File: config.mk
export PLATFORM = sky130hd
export DESIGN_NAME = mcs_sequencer
export DESIGN_NICKNAME = d
export VERILOG_FILES = /design/src/rtl/mcs_pkg.sv /design/src/rtl/mcs_next_phase.sv /design/src/rtl/mcs_ctrl_decode.sv /design/src/rtl/mcs_sequencer.sv
export SDC_FILE = /design/constraint.sdc
export NUM_CORES = 1
export LEC_CHECK = 0
export BUFFER_PORTS_ARGS = -buffer_cell sky130_fd_sc_hd__buf_2
export CORE_AREA = 2 2 39 41
export CTS_CLUSTER_SIZE = 24
export DETAILED_ROUTE_END_ITERATION = 7
export DIE_AREA = 0 0 41 43
export HOLD_SLACK_MARGIN = 0.06
export PLACE_DENSITY_LB_ADDON = 0.2
export SKIP_CTS_REPAIR_TIMING = 1
export SLEW_MARGIN = 20
export SYNTH_ARGS = -nofsm -noshare
export SYNTH_HDL_FRONTEND = slang
export SYNTH_SLANG_ARGS = --single-unit
File: constraint.sdc
create_clock -name clk -period 1.63 [get_ports clk]
set_input_delay 0.0815 -clock clk [delete_from_list [all_inputs] [get_ports clk]]
set_output_delay 0.0815 -clock clk [all_outputs]
set_load 0.005 [all_outputs]
File: src/rtl/mcs_pkg.sv
package mcs_pkg;
  localparam int OPC_W = 6;

  typedef enum logic [3:0] {
    PH_FETCH, PH_DECODE, PH_ADDR, PH_RCALC, PH_BRANCH,
    PH_JUMP, PH_LDMEM, PH_STMEM, PH_RWB, PH_LDWB
  } phase_t;

  typedef struct packed {
    logic       mem_rd;
    logic       mem_wr;
    logic       wb_mem;
    logic       ir_load;
    logic [1:0] pc_sel;
    logic [1:0] alu_mode;
    logic [1:0] opb_sel;
    logic       opa_reg;
    logic       rf_wr;
    logic       rf_dst_rd;
    logic       addr_data;
    logic       pc_cond;
    logic       pc_load;
  } ctrl_t;

  localparam logic [1:0] ALU_ADD = 2'b00;
  localparam logic [1:0] ALU_SUB = 2'b01;
  localparam logic [1:0] ALU_FN  = 2'b10;
  localparam logic [1:0] OPB_REG = 2'b00;
  localparam logic [1:0] OPB_4   = 2'b01;
  localparam logic [1:0] OPB_OFS = 2'b10;
  localparam logic [1:0] OPB_OSH = 2'b11;
  localparam logic [1:0] PCS_ALU = 2'b00;
  localparam logic [1:0] PCS_OUT = 2'b01;
  localparam logic [1:0] PCS_JMP = 2'b10;
endpackage

File: src/rtl/mcs_next_phase.sv
module mcs_next_phase
  import mcs_pkg::*;
#(
  parameter int         OW       = OPC_W,
  parameter logic [5:0] OP_RTYPE = 6'b000000,
  parameter logic [5:0] OP_LOAD  = 6'b100011,
  parameter logic [5:0] OP_STORE = 6'b101011,
  parameter logic [5:0] OP_BEQ   = 6'b000100,
  parameter logic [5:0] OP_JUMP  = 6'b000010
) (
  input  phase_t        cur,
  input  logic [OW-1:0] opcode,
  output phase_t        nxt
);
  always_comb begin
    nxt = PH_FETCH;
    unique case (cur)
      PH_FETCH:  nxt = PH_DECODE;
      PH_DECODE: begin
        if      (opcode == OW'(OP_RTYPE)) nxt = PH_RCALC;
        else if (opcode == OW'(OP_LOAD))  nxt = PH_ADDR;
        else if (opcode == OW'(OP_STORE)) nxt = PH_ADDR;
        else if (opcode == OW'(OP_BEQ))   nxt = PH_BRANCH;
        else if (opcode == OW'(OP_JUMP))  nxt = PH_JUMP;
        else                              nxt = PH_FETCH;
      end
      PH_ADDR:   nxt = (opcode == OW'(OP_LOAD)) ? PH_LDMEM : PH_STMEM;
      PH_RCALC:  nxt = PH_RWB;
      PH_LDMEM:  nxt = PH_LDWB;
      default:   nxt = PH_FETCH;
    endcase
  end
endmodule

File: src/rtl/mcs_ctrl_decode.sv
module mcs_ctrl_decode
  import mcs_pkg::*;
(
  input  phase_t cur,
  output ctrl_t  ctl
);
  always_comb begin
    ctl = '0;
    unique case (cur)
      PH_FETCH: begin
        ctl.mem_rd   = 1'b1;
        ctl.ir_load  = 1'b1;
        ctl.opb_sel  = OPB_4;
        ctl.alu_mode = ALU_ADD;
        ctl.pc_sel   = PCS_ALU;
        ctl.pc_load  = 1'b1;
      end
      PH_DECODE: ctl.opb_sel = OPB_OSH;
      PH_ADDR: begin
        ctl.opa_reg = 1'b1;
        ctl.opb_sel = OPB_OFS;
      end
      PH_RCALC: begin
        ctl.opa_reg  = 1'b1;
        ctl.opb_sel  = OPB_REG;
        ctl.alu_mode = ALU_FN;
      end
      PH_BRANCH: begin
        ctl.opa_reg  = 1'b1;
        ctl.alu_mode = ALU_SUB;
        ctl.pc_sel   = PCS_OUT;
        ctl.pc_cond  = 1'b1;
      end
      PH_JUMP: begin
        ctl.pc_sel  = PCS_JMP;
        ctl.pc_load = 1'b1;
      end
      PH_LDMEM: begin
        ctl.mem_rd    = 1'b1;
        ctl.addr_data = 1'b1;
      end
      PH_STMEM: begin
        ctl.mem_wr    = 1'b1;
        ctl.addr_data = 1'b1;
      end
      PH_RWB: begin
        ctl.rf_wr     = 1'b1;
        ctl.rf_dst_rd = 1'b1;
      end
      PH_LDWB: begin
        ctl.rf_wr  = 1'b1;
        ctl.wb_mem = 1'b1;
      end
      default: ctl = '0;
    endcase
  end
endmodule

File: src/rtl/mcs_sequencer.sv
module mcs_sequencer
  import mcs_pkg::*;
#(
  parameter int         OW       = OPC_W,
  parameter logic [5:0] OP_RTYPE = 6'b000000,
  parameter logic [5:0] OP_LOAD  = 6'b100011,
  parameter logic [5:0] OP_STORE = 6'b101011,
  parameter logic [5:0] OP_BEQ   = 6'b000100,
  parameter logic [5:0] OP_JUMP  = 6'b000010
) (
  input  logic          clk,
  input  logic          rst_n,
  input  logic [OW-1:0] opcode,
  output logic          mem_rd,
  output logic          mem_wr,
  output logic          wb_mem,
  output logic          ir_load,
  output logic [1:0]    pc_sel,
  output logic [1:0]    alu_mode,
  output logic [1:0]    opb_sel,
  output logic          opa_reg,
  output logic          rf_wr,
  output logic          rf_dst_rd,
  output logic          addr_data,
  output logic          pc_cond,
  output logic          pc_load
);
  phase_t phase_q, phase_d;
  ctrl_t  ctl;

  mcs_next_phase #(
    .OW(OW), .OP_RTYPE(OP_RTYPE), .OP_LOAD(OP_LOAD),
    .OP_STORE(OP_STORE), .OP_BEQ(OP_BEQ), .OP_JUMP(OP_JUMP)
  ) u_next (
    .cur(phase_q), .opcode(opcode), .nxt(phase_d)
  );

  mcs_ctrl_decode u_dec (.cur(phase_q), .ctl(ctl));

  always_ff @(posedge clk or negedge rst_n) begin
    if (!rst_n) phase_q <= PH_FETCH;
    else        phase_q <= phase_d;
  end

  assign mem_rd    = ctl.mem_rd;
  assign mem_wr    = ctl.mem_wr;
  assign wb_mem    = ctl.wb_mem;
  assign ir_load   = ctl.ir_load;
  assign pc_sel    = ctl.pc_sel;
  assign alu_mode  = ctl.alu_mode;
  assign opb_sel   = ctl.opb_sel;
  assign opa_reg   = ctl.opa_reg;
  assign rf_wr     = ctl.rf_wr;
  assign rf_dst_rd = ctl.rf_dst_rd;
  assign addr_data = ctl.addr_data;
  assign pc_cond   = ctl.pc_cond;
  assign pc_load   = ctl.pc_load;

  p_mem_excl_r10: assert property (@(posedge clk) disable iff (!rst_n)
    !(mem_rd && mem_wr));

  p_data_addr_r10: assert property (@(posedge clk) disable iff (!rst_n)
    addr_data |-> (!ir_load && (mem_rd || mem_wr)));

  p_decode_quiet_r3: assert property (@(posedge clk) disable iff (!rst_n)
    ir_load |=> (!ir_load && !mem_rd && !mem_wr && !rf_wr && !pc_load
                 && !pc_cond && opb_sel == OPB_OSH));

  p_load_wb_r5: assert property (@(posedge clk) disable iff (!rst_n)
    wb_mem |-> $past(mem_rd && addr_data));

  p_back_to_fetch_r11: assert property (@(posedge clk) disable iff (!rst_n)
    (rf_wr || mem_wr || pc_cond || (pc_load && !ir_load)) |=> ir_load);
endmodule

* Word-level counts from Yosys, hierarchy flattened
Cells that the tools add are included.
** Word-level totals
- Bits in registers :: 4
- Output and inout port bits :: 16
- Word-level logic and storage cells :: 41
** Cells by class
- Equality and inequality tests :: 13
- Multiplexer cells :: 20
- Reductions and logical operators :: 7
** Operators by type and width (count)
- $pmux 4 s5 :: 1
- $eq 4x3->1 const B :: 4
- $mux 4 :: 4
- $eq 6x6->1 const B :: 2
- $mux 1 :: 11
- $eq 4x2->1 const B :: 2
- $eq 4x4->1 const B :: 2
- $pmux 2 s2 :: 2
- $reduce_or 2->1 :: 4
- $eq 6x2->1 const B :: 1
- $eq 6x3->1 const B :: 1
- $logic_not 6->1 :: 1
- $pmux 2 s3 :: 1
- $eq 4x1->1 const B :: 1
- $logic_not 4->1 :: 1
- $mux 3 :: 1
- $reduce_or 3->1 :: 1

* Depth between registers and ports, before layout
Gate-level depths: netlist (run 1).
- Depth after elaboration :: 7
- Gate-level depth with buffers :: 4
- Gate-level depth less buffers :: 3

* Cells and area by module
From an unflattened synthesis (run 1), not the netlist that was laid out.
** Second synthesis, totals
- Cells, all modules :: 50
- Area, all modules :: 445.4 um^2
** By module, submodules not included
- mcs_ctrl_decode :: instances 1, cells each 27, area an instance 214.0 um^2, sequential area each 0.0 um^2
- mcs_next_phase :: instances 1, cells each 19, area an instance 131.4 um^2, sequential area each 0.0 um^2
- mcs_sequencer :: instances 1, cells each 4, area an instance 100.1 um^2, sequential area each 100.1 um^2

* Least setup slack after synthesis (run 1)
No wires, ideal clock.
- Kind :: register to register
- Start point :: register phase_q[1]
- End point :: register phase_q[0]
- Setup time :: 122 ps
- Arrival time :: 1212 ps
- Path slack :: 296 ps
- Cell stages (with the launch flop) :: 4
- Path buffers :: 0
- Clock period less this slack :: 1334 ps
- Cell sequence :: dfrtp_1 > or4_1 > o31a_1 > a2111oi_1
** Between the ends
- Word-level cells in the longest chain between the ends :: 2
** RTL lines
- start: declaration :: line mcs_sequencer.sv:28 : phase_t phase_q, phase_d;
- start signal: assignment :: line mcs_sequencer.sv:42 : else phase_q <= phase_d;
- $eq 4x3->1 (tied with other cells) :: line mcs_next_phase.sv:17 : unique case (cur)
- $pmux 4 s5 * :: line mcs_next_phase.sv:17
- net phase_d[0] :: line mcs_sequencer.sv:28
Mark *: on every way through the listed nets, which the timed path passes. The rest lies on a longest branch.

* Final worst setup path (run 1)
Ends and elaborated chain as after synthesis.

==> results of run 1 <==
cells by family after synthesis:
logic type | synth area share [%]
AO/OA/AOI/OAI | 15.03
XOR/XNOR | 4.896
buffers and inverters | 8.389
flip-flops | 27.97
AND/OR/NAND/NOR | 43.71
cell usage after synthesis:
| cell type | count | area [sq um] |
|---|---|---|
| a21oi_1 | 3 | 15.01 |
| buf_4 | 2 | 15.01 |
| a2111o_1 | 1 | 11.26 |
| clkbuf_1 | 3 | 11.26 |
| nor3_1 | 3 | 15.01 |
| nor2_1 | 7 | 26.28 |
| nand2b_1 | 3 | 18.77 |
| nand3_1 | 1 | 5.000 |
| o31a_1 | 1 | 8.760 |
| inv_1 | 1 | 3.750 |
| xnor2_1 | 2 | 17.52 |
| or4_1 | 3 | 22.52 |
| and2_1 | 1 | 6.260 |
| nor2b_1 | 3 | 18.77 |
| a2111oi_1 | 1 | 10.01 |
| nor4_1 | 2 | 12.51 |
| nor3b_1 | 2 | 15.01 |
| or2_1 | 1 | 6.260 |
| a21oi_2 | 1 | 8.760 |
| dfrtp_1 | 4 | 100.1 |
| nand2_1 | 1 | 3.750 |
| or3_1 | 1 | 6.260 |
through the flow:
step	instance area, sq um	power, W	setup slack [ns]	cells
2_1_floorplan	357.8	0.0003275	0.2963	47
3_3_place_gp	489.2	0.0004672	0.2555	84
3_5_place_dp	489.2	0.0004649	0.2374	84
4_1_cts	511.7	0.0005968	0.2054	87
5_1_grt	521.8	0.0006457	0.06982	88
6_report	521.8	0.0005864	0.2121	88
layer usage:
| layer | share of wire (%) | vias up | GRT usage (%) |
|---|---|---|---|
| li1 | - | 220 | - |
| met2 | 43 | 12 | 12.81 |
| met1 | 49 | 192 | 17.21 |
| met3 | 6.8 | 2 | 6.283 |
| met4 | 0.75 | 0 | 6.000 |
| met5 | 0 | - | 0 |
power by group:
group	internal [W]	total [W]	leakage, nW	switching (W)
Clock	0.0000826	0.000126	0.0138	0.0000432
Combinational	0.000163	0.000323	0.194	0.000160
Sequential	0.000120	0.000137	0.0533	0.0000175
Total	0.000365	0.000586	0.261	0.000221
cell type report:
cell class | count | area [sq um]
sequential | 4 | 100.1
tap | 16 | 20.02
clock buffer | 3 | 22.52
inverter | 1 | 3.754
multi-input combinational | 37 | 227.7
fill | 157 | 862.1
timing repair buffer | 27 | 147.6
critical path, cell delays in order, from the launching register on:
cell and delay, ns:
dfrtp_1 0.39, or4_1 0.40, o31a_1 0.25, a2111oi_1 0.25
path summary, 6_finish.rpt:
| kind | to | cells after the start |
|---|---|---|
| setup / recovery | phase_q[0]$_DFF_PN0_ | 3 |
| hold / removal | phase_q[2]$_DFF_PN0_ | 3 |
| setup reg to reg | phase_q[0]$_DFF_PN0_ | 3 |
| hold reg to reg | phase_q[3]$_DFF_PN0_ | 1 |
| max in group asynchronous | phase_q[0]$_DFF_PN0_ | 2 |
| min in group asynchronous | phase_q[1]$_DFF_PN0_ | 2 |
==> metrics.md, run 1 <==
| Metric | Value |
|---|---|
| Fin Setup TNS | `0 ns` |
| WHS | `roughly 0.15 ns` |
| Hold Crit Start | `opcode[4]` |
| Final hold viol count | `0` |
| Largest net degree at the start of global routing | `11` |
| Clock Latency Late Sink | `~0.24 ns` |
| Pleak | `around 0.26 nW` |
| Post-Syn Area per Cell | `between 7 and 8 sq um` |
| DRT antenna net count | `0` |
| Max-Cap Viols | `0` |
| DRT iter0 DRCs | `7` |
| Most common cell after layout, fill and taps aside | `buf_2` |
| DR vias | `about 430` |
| Final setup violation count | `0` |
| Critical path required time | `about 1.7 ns` |
| GRT Util Overall | `11.58%` |
| Biggest regs | `phase_q: 4 flops` |
| Die width | `between 40 and 50 um` |
| Actual slew at the worst max-slew pin | `0.3039 ns` |
| Initial antenna violation count | `0` |
| Final wirelength | `about 930 um` |
| Post-DP HPWL | `between 700 and 800 um` |
| Seq/Total Area, Yosys | `between 20% and 30%` |
| Final Net Count | `82` |
| Crit path from | `phase_q[1]$_DFF_PN0_` |
| Power per cell area | `roughly 1100 nW/um^2` |
| Die Span Y | `around 43 um` |
| Longest Clk Path Bufs | `2` |
| CP endpoint kind | `flip-flop` |
| Fin crit share | `86.99%` |
| Drt first pass iters | `4` |
| Vias per cell | `about 4.8` |
| Final core utilization | `37.70%` |
| DIE AREA | `around 1800 sq um` |
| Crit path kind | `flip-flop to flip-flop` |
| Drt drc | `0` |
| Layout cells sized above 1 | `a little over two fifths` |
| Most frequent cells in the layout | `buf_2, nor2_1, dfrtp_1` |
| Clk sink count | `4` |
| Clock-pin slew on the worst setup and hold paths | `approximately 0.040 ns` |
| Unrepaired setup endpoints after global routing | `no` |
| Slew Limit Fails | `0` |
| Rows | `14` |
| VDD IR max | `438.8 uV` |
| CTS H-tree lvls | `1` |
| Drt wl/cell | `approximately 11 um` |
| CTS root buffer | `clkbuf_4` |
| Crit path DAT | `approximately 1.5 ns` |
| Yosys reg bits | `4` |
| Grt total ovfl | `0` |
| First-pass GRT wire length | `1.331 mm` |
| Biggest register | `phase_q` |
| Cell area after synthesis | `roughly 360 sq um` |
| Crit path launch type | `flip-flop` |
| CTS buffer count | `3` |
| Outcome | `completed` |
| Area delta synth->final | `45.80%` |
| Initial core utilization | `between 20% and 30%` |
| Worst r2r src | `phase_q[1]$_DFF_PN0_` |
| Core area | `1384 sq um` |
| YS warnings | `0` |
| Syn nets | `55` |
| Placer Congestion | `between 0.6 and 0.7` |
| Worst hold-check path type | `primary input to flip-flop` |
| Clk_skew | `slightly above 0.006 ns` |
| CTS tree | `done` |
| Worst rel slew slack | `79.69%` |
| Critical Path Fanout Max | `4` |
| Vias in the first global route | `322` |
| Distinct cells, synth | `22` |
| Post-Synthesis Cells | `47` |
| Number of I/O pins | `24` |
| PortBufs | `23` |
| ANT cells | `0` |
| R2R setup slack | `~0.21 ns` |
| FMAX | `0.7052 GHz` |
| Max reg flops | `4` |
| Post-route minimum period | `about 1.4 ns` |
(Power assumes the default switching activity.)
==> run 2: changes to the inputs <==
Settings changed: CTS_BUF_LIST set to sky130_fd_sc_hd__clkbuf_16.
==> run 2 against run 1 <==
Net effect:
- clock power rose to 3.1 times the previous value
- hold slack improved by 0.014 ns
- fmax fell by 0.15%
- critical path type unchanged
- critical endpoint unchanged
- largest cell class unchanged
==> metrics.md, run 2 (same netlist as run 1, synthesis figures left out) <==
| Metric | Value |
|---|---|
| Outcome | `completed (unchanged)` |
| Placer Congestion | `0.6901 (unchanged)` |
| Unrepaired setup endpoints after global routing | `no (unchanged)` |
| Layout cells sized above 1 | `41.67% (unchanged)` |
| Drt wl/cell | `11.70 um (was 10.58 um)` |
| Final Net Count | `82 (unchanged)` |
| Vias in the first global route | `324 (was 322)` |
| FILL cells | `149 (was 157)` |
| Final setup violation count | `0 (unchanged)` |
| Most common cell after layout, fill and taps aside | `buf_2 (unchanged)` |
| Critical path cell sequence | `or4_1 > o31a_1 > a2111oi_1 (unchanged)` |
| Clock Latency Late Sink | `0.23 ns (was 0.24 ns)` |
| Biggest regs | `phase_q: 4 flops (unchanged)` |
| Clk sink count | `4 (unchanged)` |
| Final wirelength | `1.030 mm (was 931 um)` |
| Placed Area | `489.2 sq um (unchanged)` |
| Slowest library cell on the worst path | `or4_1 (unchanged)` |
| Critical Path Fanout Max | `4 (unchanged)` |
| CTS root buffer | `clkbuf_16 (was clkbuf_4)` |
| Post-route insts no fill | `88 (unchanged)` |
| Number of I/O pins | `24 (unchanged)` |
| Vias per cell | `4.898 (was 4.841)` |
| CTS H-tree lvls | `1 (unchanged)` |
| DRT antenna net count | `0 (unchanged)` |
| Drt drc | `0 (unchanged)` |
| Die Span Y | `43 um (unchanged)` |
| VDD IR max | `505.8 uV (was 438.8 uV)` |
| Largest net degree at the start of global routing | `11 (unchanged)` |
| Fin crit share | `87.12% (was 86.99%)` |
| CP max stage delay | `0.40 ns (about the same)` |
| Actual slew at the worst max-slew pin | `0.3011 ns (was 0.3039 ns)` |
| Post-DP HPWL | `760.8 um (unchanged)` |
| Seq. cell area | `100.1 sq um (unchanged)` |
| Busiest layer in global routing | `met1 (unchanged)` |
| Met3 Track Usage GR | `6.283% (unchanged)` |
| Fin Setup TNS | `0 ns (unchanged)` |
| Slew Limit Fails | `0 (unchanged)` |
| Worst rel slew slack | `79.87% (was 79.69%)` |
| DRT iter0 DRCs | `5 (was 7)` |
| Initial antenna violation count | `0 (unchanged)` |
| Post-route cell area | `574.3 sq um (was 521.8 sq um)` |
| DR vias | `431 (was 426)` |
| Crit path kind | `flip-flop to flip-flop (unchanged)` |
| Clk_skew | `0.002109 ns (was 0.006167 ns)` |
| Worst hold-check path type | `primary input to flip-flop (unchanged)` |
| Area delta synth->final | `60.49% (was 45.80%)` |
| Die width | `41 um (unchanged)` |
| FMAX | `0.7042 GHz (was 0.7052 GHz)` |
| Multi-input gate area | `227.7 sq um (unchanged)` |
| Rows | `14 (unchanged)` |
| Max-Cap Viols | `0 (unchanged)` |
| Critical path required time | `1.73 ns (was 1.74 ns)` |
| Grt total ovfl | `0 (unchanged)` |
| Clock-pin slew on the worst setup and hold paths | `0.03 ns (was 0.04 ns)` |
| Placed Cells | `84 (unchanged)` |
| CTS tree | `done (unchanged)` |
| Post-route minimum period | `1.420 ns (was 1.418 ns)` |
| GRT Util Overall | `12.78% (was 11.58%)` |
| Most frequent cells in the layout | `buf_2, nor2_1, dfrtp_1 (unchanged)` |
| Grt met2 use | `13.75% (was 12.81%)` |
| CP endpoint kind | `flip-flop (unchanged)` |
| Final hold viol count | `0 (unchanged)` |
| ANT cells | `0 (unchanged)` |
| Initial core utilization | `25.86% (unchanged)` |
| DIE AREA | `1763 sq um (unchanged)` |
| Max reg flops | `4 (unchanged)` |
| Pleak | `0.2846 nW (was 0.2615 nW)` |
| Power per cell area | `1486 nW/um^2 (was 1124 nW/um^2)` |
| Biggest register | `phase_q (unchanged)` |
| Crit path DAT | `1.52 ns (was 1.53 ns)` |
| Longest Clk Path Bufs | `2 (unchanged)` |
| First-pass GRT wire length | `1.380 mm (was 1.331 mm)` |
| Drt first pass iters | `4 (unchanged)` |
| Met1 GRT Util | `17.15% (was 17.21%)` |
| Crit path launch type | `flip-flop (unchanged)` |
| PortBufs | `23 (unchanged)` |
| Core area | `1384 sq um (unchanged)` |
| CTS buffer count | `3 (unchanged)` |
[run 2: cell counts in the layout (fill, tap and decap cells not counted)]
Identical to the previous run, type by type.
[run 2: report_power, final]
part	internal, W	switching, W	leakage (nW)	total (W)
clock	0.000314	0.0000745	0.0370	0.000388
sequential	0.000120	0.0000179	0.0533	0.000138
combinational	0.000163	0.000164	0.194	0.000327
total	0.000597	0.000256	0.285	0.000853
[run 2: metrics by stage]
step | setup slack (ns) | power, W | hold WS, ns | util (%)
after detailed placement | 0.2374 | 0.0004649 | -0.1037 | 35.35
after global routing | 0.08235 | 0.0009046 | 0.1833 | 41.50
final | 0.2100 | 0.0008532 | 0.1676 | 41.50
after floorplan | 0.2963 | 0.0003275 | -0.2141 | -
after global placement | 0.2555 | 0.0004672 | -0.1035 | 35.35
after CTS | 0.2030 | 0.0008590 | -0.3399 | 40.78
[run 2: worst paths after layout]
kind	startpoint	end	slack, ns	cells after the start
worst max-delay path	phase_q[1]$_DFF_PN0_	phase_q[0]$_DFF_PN0_	0.21	3
worst min-delay path	opcode[4]	phase_q[2]$_DFF_PN0_	0.17	3
worst max register to register	phase_q[1]$_DFF_PN0_	phase_q[0]$_DFF_PN0_	0.21	3
worst min register to register	phase_q[3]$_DFF_PN0_	phase_q[3]$_DFF_PN0_	0.58	1
max in group asynchronous	rst_n	phase_q[0]$_DFF_PN0_	1.31	2
min in group asynchronous	rst_n	phase_q[1]$_DFF_PN0_	0.19	2
[run 2: routing by layer]
layer	part of all wire [%]	wire length (um)
met3	7.7	79
met5	0	0
met2	42	432
met1	47	481
met4	3.6	37
[run 2: final cells by class]
| type | instances | area share, % |
|---|---|---|
| Clock buffer | 3 | 13.07 |
| Inverter | 1 | 0.6536 |
| Multi-Input combinational cell | 37 | 39.65 |
| Sequential cell | 4 | 17.43 |
| Tap cell | 16 | 3.486 |
| Timing Repair Buffer | 27 | 25.71 |
[run 2: critical path: cells and delay by family, from the launching register on]
kind / cells / cell delay [ns]
and+or+nand+nor: 1 / 0.40
DFF: 1 / 0.39
AOI/OAI and AO/OA: 2 / 0.50
